File: config.mk
export PLATFORM = sky130hd
export DESIGN_NAME = bitmap_tile_counter
export DESIGN_NICKNAME = d
export VERILOG_FILES = /design/src/rtl/bd_pkg.sv /design/src/rtl/bd_rst_sync.sv /design/src/rtl/bd_lane_count.sv /design/src/rtl/bd_lane_acc.sv /design/src/rtl/bitmap_tile_counter.sv
export SDC_FILE = /design/constraint.sdc
export NUM_CORES = 1
export LEC_CHECK = 0
export CORE_AREA = 2 2 93 130
export DETAILED_ROUTE_END_ITERATION = 16
export DIE_AREA = 0 0 95 132
export GPL_TIMING_DRIVEN = 1
export PLACE_DENSITY = 0.77
export SETUP_SLACK_MARGIN = 0.05
export SYNTH_ARGS = -nofsm -noshare
export SYNTH_HDL_FRONTEND = slang
export SYNTH_HIERARCHICAL = 1
export SYNTH_SLANG_ARGS = --single-unit
File: constraint.sdc
create_clock -name clk -period 6.4 [get_ports clk]
set_input_delay 0.64 -clock clk [delete_from_list [all_inputs] [get_ports clk]]
set_output_delay 0.64 -clock clk [all_outputs]
set_load 0.05 [all_outputs]
File: src/rtl/bd_pkg.sv
package bd_pkg;
  localparam int unsigned BD_ROW_W_DEF = 32;
  localparam int unsigned BD_TILE_DEF  = 4;

  // Width needed to hold a count from 0 up to tile*tile.
  function automatic int unsigned bd_cnt_w(input int unsigned tile);
    return $clog2(tile * tile + 1);
  endfunction
endpackage

File: src/rtl/bd_rst_sync.sv
module bd_rst_sync (
  input  logic clk,
  input  logic rst_n_a,
  output logic rst_n_s
);
  logic [1:0] sync_q;

  always_ff @(posedge clk or negedge rst_n_a) begin
    if (!rst_n_a) sync_q <= 2'b00;
    else          sync_q <= {sync_q[0], 1'b1};
  end

  assign rst_n_s = sync_q[1];
endmodule

File: src/rtl/bd_lane_count.sv
module bd_lane_count #(
  parameter int unsigned TILE = 4,
  parameter int unsigned CW   = 5
) (
  input  logic [TILE-1:0] bits,
  output logic [CW-1:0]   ones
);
  always_comb begin
    ones = '0;
    for (int k = 0; k < TILE; k++) ones = ones + CW'(bits[k]);
  end
endmodule

File: src/rtl/bd_lane_acc.sv
module bd_lane_acc #(
  parameter int unsigned TILE = 4,
  parameter int unsigned CW   = 5
) (
  input  logic          clk,
  input  logic          rst_n,
  input  logic          en,
  input  logic          clr,
  input  logic          drop,
  input  logic [CW-1:0] add,
  output logic [CW-1:0] next_o
);
  localparam logic [CW-1:0] CELL_MAX = CW'(TILE * TILE);
  localparam logic [CW-1:0] HOLD_MAX = CW'(TILE * (TILE - 1));
  localparam logic [CW-1:0] ROW_MAX  = CW'(TILE);

  logic [CW-1:0] acc_q;

  assign next_o = (clr ? '0 : acc_q) + add;

  always_ff @(posedge clk or negedge rst_n) begin
    if (!rst_n)  acc_q <= '0;
    else if (en) acc_q <= drop ? '0 : next_o;
  end

  // a held partial sum never exceeds three rows, and an emitted cell never exceeds 16.
  p_cell_max_r3: assert property (@(posedge clk) disable iff (!rst_n)
    (acc_q <= HOLD_MAX) && (next_o <= CELL_MAX));

  // a group started from a frame start holds one row's worth at most.
  p_fresh_r8: assert property (@(posedge clk) disable iff (!rst_n)
    (en && clr && !drop) |=> (acc_q <= ROW_MAX));
endmodule

File: src/rtl/bitmap_tile_counter.sv
module bitmap_tile_counter
  import bd_pkg::*;
#(
  parameter  int unsigned ROW_W = BD_ROW_W_DEF,
  parameter  int unsigned TILE  = BD_TILE_DEF,
  localparam int unsigned LANES = ROW_W / TILE,
  localparam int unsigned CW    = bd_cnt_w(TILE),
  localparam int unsigned SW    = $clog2(TILE),
  localparam int unsigned GW    = $clog2(LANES)
) (
  input  logic                clk,
  input  logic                rst_n,
  input  logic                in_valid,
  input  logic                in_sof,
  input  logic [ROW_W-1:0]    in_row,
  output logic                in_ready,
  output logic                out_valid,
  input  logic                out_ready,
  output logic [LANES*CW-1:0] out_counts,
  output logic [GW-1:0]       out_row
);
  logic rst_n_s;
  bd_rst_sync u_rst (.clk(clk), .rst_n_a(rst_n), .rst_n_s(rst_n_s));

  logic [SW-1:0]       sub_q, sub_d;
  logic [GW-1:0]       grp_q, grp_d;
  logic                ov_q, ov_d;
  logic [LANES*CW-1:0] cnt_q, cells;
  logic [GW-1:0]       orow_q;
  logic                in_fire, last_fire;

  assign in_ready  = !ov_q || out_ready;
  assign in_fire   = in_valid && in_ready;
  assign last_fire = in_fire && !in_sof && (sub_q == SW'(TILE - 1));

  for (genvar g = 0; g < LANES; g++) begin : g_lane
    logic [CW-1:0] add, nxt;
    bd_lane_count #(.TILE(TILE), .CW(CW)) u_cnt (
      .bits(in_row[ROW_W-1-g*TILE -: TILE]), .ones(add));
    bd_lane_acc #(.TILE(TILE), .CW(CW)) u_acc (
      .clk(clk), .rst_n(rst_n_s), .en(in_fire), .clr(in_sof),
      .drop(last_fire), .add(add), .next_o(nxt));
    assign cells[g*CW +: CW] = nxt;
  end

  // next state
  always_comb begin
    sub_d = sub_q;
    grp_d = grp_q;
    ov_d  = ov_q;
    if (in_sof) begin
      sub_d = SW'(1);
      grp_d = '0;
    end else if (sub_q == SW'(TILE - 1)) begin
      sub_d = '0;
      grp_d = grp_q + GW'(1);
    end else begin
      sub_d = sub_q + SW'(1);
    end
    if (ov_q && out_ready) ov_d = 1'b0;
    if (last_fire)         ov_d = 1'b1;
  end

  // registers
  always_ff @(posedge clk or negedge rst_n_s) begin
    if (!rst_n_s) begin
      sub_q  <= '0;
      grp_q  <= '0;
      ov_q   <= 1'b0;
      cnt_q  <= '0;
      orow_q <= '0;
    end else begin
      ov_q <= ov_d;
      if (in_fire) begin
        sub_q <= sub_d;
        grp_q <= grp_d;
      end
      if (last_fire) begin
        cnt_q  <= cells;
        orow_q <= grp_q;
      end
    end
  end

  assign out_valid  = ov_q;
  assign out_counts = cnt_q;
  assign out_row    = orow_q;

  // the fourth accepted row of a group always produces an output row.
  p_emit_r4: assert property (@(posedge clk) disable iff (!rst_n_s)
    last_fire |=> (out_valid && sub_q == '0));

  // a stalled output row is frozen.
  p_hold_r7: assert property (@(posedge clk) disable iff (!rst_n_s)
    (out_valid && !out_ready) |=> (out_valid && $stable(out_counts) && $stable(out_row)));

  // a frame start restarts at row 1 of tile row 0.
  p_sof_restart_r6: assert property (@(posedge clk) disable iff (!rst_n_s)
    (in_fire && in_sof) |=> (grp_q == '0 && sub_q == SW'(1)));
endmodule

==> flow_summary.yaml, run 1 <==
run_status:
  status: "complete, no violations"
synthesis:
  syn-cell-area_um2: 6110
  async_reset_ff_frac: 1.00
  synth-seq-area-share: 0.372
  yosysWarnings: 6
  synth.top_cell.area_share: 0.372
  ys_types: 35
  ys.flop_type: "dfrtp_1"
  synth_edf_count: 0
  yosysTopAreaCell: "dfrtp_1"
  syn_inst: 534
  yosysMostFrequentCell: "dfrtp_1"
  synth-seq-cells: 91
  synth.area.top_cells: "dfrtp_1 37%, ha_1 10%, mux2_4 9.1%"
  ys_top_cells_by_count: "91 x dfrtp_1, 67 x nor2b_1, 66 x inv_1, 50 x ha_1, 40 x xnor2_1"
  syn_area_per_cell_um2: 11.5
grt:
  grt_util_met2: 0.364
  met3_usage: 0.0343
  grt.overflow.total: 0
  grtUsageTotal: 0.203
  grt_max_degree: 50
  grt_pass1_vias: 4478
  grt_pass1_wl_um: 20400
  grt_busiest_layer: "met2"
  antenna_found_initial: 0
  use_met1: 0.244
cts:
  insertion_delay_ps: 330
  cts.clk_slew.worst_paths_ps: 60
  cts-root-buf: "clkbuf_16"
  htree_levels: 3
  cts_buffer_depth: 2
  cts_sinks: 91
  cts_buffers: 9
  ctsHoldBuffers: 0
  cts_tree: "yes"
  cts.repair.resized: 0
  cts_setup_buffers: 0
cells_and_area:
  seqCellArea_um2: 2280
  multi_input_area_um2: 3440
  diodes: 0
  drive_gt1_frac: 0.145
  nFillCells: 878
  syn_to_final_growth_pct: 19.8
  num-nets-final: 718
place:
  dp_hpwl_um: 8240
  place.gp.congestion: 0.820
  port_buffers: 81
drt:
  routed_via_density: 5.39
  wl_per_cell_um: 15.3
  drtIter0Drc: 130
  drc: 0
  routed_wl_um: 11700
  dr.pass1.iters: 4
  antenna_left: 0
  vias: 4119
pwr:
  total_power_mw: 3.39
  power_leakage_nw: 3.62
  power_density_nw_per_um2: 462
  peakVddDrop_mv: 0.262
timing:
  tns_ps: 0
  slew_headroom: 0.328
  fin_crit_sh: 0.545
  skew_ps: 5.67
  worstMarginPinSlew_ps: 1010
  rsz0062_at_grt: "false"
  hold_viol_final: 0
  layout_min_cycle_time_ps: 3490
  fmax_mhz: 287
  finalSetupViolCount: 0
  final_max_slew_viol_count: 0
floorplan:
  core.rowCount: 46
  top_level_ports: 82
  start_util: 0.539
  die_width_um: 95
  die_area_um2: 12500
  core_area_um2: 11300
  fp.dieH_um: 132
worst_hold_path:
  hold_path.class: "register to async pin"
run:
  cap_violations: 0
setup_path:
  critPathKind: "input pin to register"
  required_ps: 6620
  path_delay_family: "adder cells"
  path_cells: "clkdlybuf4s50_1 > inv_1 > fa_1 > inv_1 > ha_1 > ha_1 > fa_1 > a211o_1 > o21ai_2 > xnor2_1 > xnor2_1 > mux2_4"
  crit_path_start_kind: "input pin"
  worstPathMaxFanout: 3
  endpoint_kind: "register"
  slowest_delay_ps: 540
  critPathSlowestCell: "fa_1"
  cp_data_arrival_time_ps: 3710
  critPathBufInv: 3
[layout make-up]
type / instances / share of cell area
clock buffer: 12 / 0.0336
sequential: 91 / 0.311
tap: 144 / 0.0246
inverter: 66 / 0.0338
timing repair buffer: 85 / 0.114
multi-input combinational: 362 / 0.469
clock inverter: 4 / 0.0133
[layer usage]
layer	wire length, um	share of wire	up-vias
met5	0	0	-
met4	172	0.015	0
met3	363	0.031	15
met2	6240	0.53	71
met1	4890	0.42	2079
li1	-	-	1954
[state kept, by name (all words and copies together), names as in the netlist]
name / flops
out_counts: 40
out_valid: 1
u_rst/sync_q: 2
sub_q: 2
g_lane.u_acc/acc_q: 40
out_row: 3
grp_q: 3
[cell usage in the layout (no fill, tap or decap), drive strengths merged, types with 17 or more instances in the layout]
master and count:
dfrtp 91, clkdlybuf4s50 80, nor2b 67, inv 66, ha 50, mux2 44, xnor2 40, conb 17
[logic make-up after synthesis]
group,Yosys count,share of synthesized area
buf+inv,89,0.0720
other cells,9,0.00552
compound gates,103,0.139
simple gates,84,0.0839
xor+xnor,48,0.0688
flops,91,0.372
fa+ha+maj,66,0.155
mux,44,0.104
[worst paths after layout]
check | cells after the start | start | endpoint | slack [ps]
max | 12 | in_row[12] | out_counts[24] | 2910
min reg2reg | 0 | u_rst/sync_q[1] | out_counts[10] | 320
min in group clk | 0 | u_rst/sync_q[0] | u_rst/sync_q[1] | 360
min | 0 | u_rst/sync_q[1] | out_counts[10] | 320
max in group asynchronous | 1 | u_rst/sync_q[1] | g_lane[3].u_acc/acc_q[3] | 5050
max reg2reg | 7 | out_valid | g_lane[5].u_acc/acc_q[4] | 3980
[power by group]
part           leakage, nW  internal [mW]  switching [mW]
logic                 2.34          0.819           0.950
clock network        0.163          0.393           0.217
registers             1.12          0.844           0.162
[through the flow]
| stage | setup slack [ps] | cells | instance area [um2] | util | hold WS (ps) |
|---|---|---|---|---|---|
| 2_1_floorplan | 3210 | 542 | 6140 | - | 331 |
| 4_1_cts | 2910 | 764 | 7330 | 0.646 | 350 |
| 6_report | 2910 | 764 | 7330 | 0.646 | 319 |
| 3_5_place_dp | 2560 | 748 | 6980 | 0.616 | 340 |
| 5_1_grt | 2790 | 764 | 7330 | 0.646 | 375 |
| 3_3_place_gp | 2640 | 748 | 6980 | 0.616 | 334 |
Power figures use the tool's default switching activity.
==> run 2: changes to the inputs <==
- clock period: 6.4 -> 3.6 ns (I/O delays scaled with it)
==> flow_summary.yaml, run 2 (same netlist as run 1, synthesis figures left out) <==
cts:
  cts.repair.resized: 0
  cts_tree: "yes"
  cts_sinks: 91
  cts_setup_buffers: 0
  cts.clk_slew.worst_paths_ps: 70
  cts_buffers: 9
  cts_buffer_depth: 2
  ctsHoldBuffers: 0
  insertion_delay_ps: 340
  cts-root-buf: "clkbuf_16"
  htree_levels: 3
place:
  dp.cells: 752
  port_buffers: 81
  place_ws_ps: 51.1
  dp_hpwl_um: 8810
  placed_cell_area_um2: 7010
  place.gp.congestion: 0.823
grt:
  grt_pass1_wl_um: 20900
  grt_max_degree: 69
  grt.overflow.total: 0
  met3_usage: 0.0377
  grtUsageTotal: 0.208
  grt_pass1_vias: 4576
  use_met1: 0.246
  antenna_found_initial: 0
  grt_util_met2: 0.372
  grt_busiest_layer: "met2"
timing:
  slew_headroom: 0.410
  rsz0062_at_grt: "false"
  finalSetupViolCount: 0
  layout_min_cycle_time_ps: 3180
  hold_viol_final: 0
  final_max_slew_viol_count: 0
  timing.final.ws_setup_ps: 420
  worstMarginPinSlew_ps: 885
  skew_ps: 5.95
  holdWs_ps: 182
  fin_crit_sh: 0.883
  fmax_mhz: 314
  tns_ps: 0
run:
  cap_violations: 0
setup_path:
  critPathKind: "input pin to register"
  crit_path_start_kind: "input pin"
  endpoint_kind: "register"
  cp_data_arrival_time_ps: 3400
  required_ps: 3820
  timing.reg2reg.setup_slack_ps: 1360
  worstPathMaxFanout: 3
pwr:
  power_leakage_nw: 3.64
  power_density_nw_per_um2: 817
  peakVddDrop_mv: 0.608
drt:
  routed_wl_um: 12000
  vias: 4101
  drtIter0Drc: 141
  dr.pass1.iters: 4
  drc: 0
  wl_per_cell_um: 15.7
  routed_via_density: 5.34
  antenna_left: 0
floorplan:
  core_area_um2: 11300
  core.rowCount: 46
  die_width_um: 95
  top_level_ports: 82
  start_util: 0.539
  die_area_um2: 12500
  fp.dieH_um: 132
cells_and_area:
  finish.instance_area_um2: 7340
  drive_gt1_frac: 0.152
  final_cell_mix: "90 x dfrtp_1, 80 x clkdlybuf4s50_1, 67 x nor2b_1"
  diodes: 0
  layout.cells.non_filler: 768
  syn_to_final_growth_pct: 20.1
  num-nets-final: 722
  layout.cells.most_common: "dfrtp_1"
run_status:
  status: "complete, no violations"
worst_hold_path:
  hold_path.class: "input pin to async pin"
## run 2: cell types whose count changed in the layout (fill, tap and decap cells not counted)
| cell | delta |
|---|---|
| buf_4 | +4 |
| bufinv_16 | -1 |
| clkbuf_1 | -1 |
| clkbuf_8 | +1 |
| clkinv_2 | +1 |
## run 2: worst paths after layout
| kind | from | end | cells after the start |
|---|---|---|---|
| setup / recovery | in_row[4] | out_counts[34] | 12 |
| hold / removal | rst_n | u_rst/sync_q[1] | 1 |
| setup reg to reg | g_lane[0].u_acc/acc_q[0] | out_counts[4] | 8 |
| hold reg to reg | u_rst/sync_q[0] | u_rst/sync_q[1] | 0 |
| max in group asynchronous | u_rst/sync_q[1] | g_lane[3].u_acc/acc_q[1] | 1 |
| min in group clk | u_rst/sync_q[0] | u_rst/sync_q[1] | 0 |
## run 2: layout make-up
type / instances / area [um2]
clock buffers: 12 / 256
clock inverters: 4 / 72.6
fillers: 876 / 4000
inverters: 66 / 248
multi-input cells: 362 / 3440
flip-flops and latches: 91 / 2280
well taps: 144 / 180
repair buffers: 89 / 866
## run 2: critical path: stages
cell             delay (ps)
clkdlybuf4s50_1         450
inv_1                    50
fa_1                    550
inv_1                    60
ha_1                    180
ha_1                    310
fa_1                    470
a211o_1                 350
o21ai_2                 110
xnor2_1                 160
xnor2_1                  90
mux2_4                  260
## run 2: stage by stage
stage	total power, mW	util
after floorplan	4.10	-
after global placement	4.87	0.618
after detailed placement	4.99	0.618
after CTS	6.05	0.647
after global routing	6.36	0.647
final	6.00	0.647
## run 2: layer usage
metal  share of wire  vias to the layer above
li1                -                     1974
met1            0.42                     2041
met2            0.53                       67
met3           0.032                       19
met4           0.018                        0
met5               0                        -
## run 2: power by group
part	internal, mW	switching (mW)
logic	1.46	1.70
clock network	0.646	0.392
registers	1.50	0.299
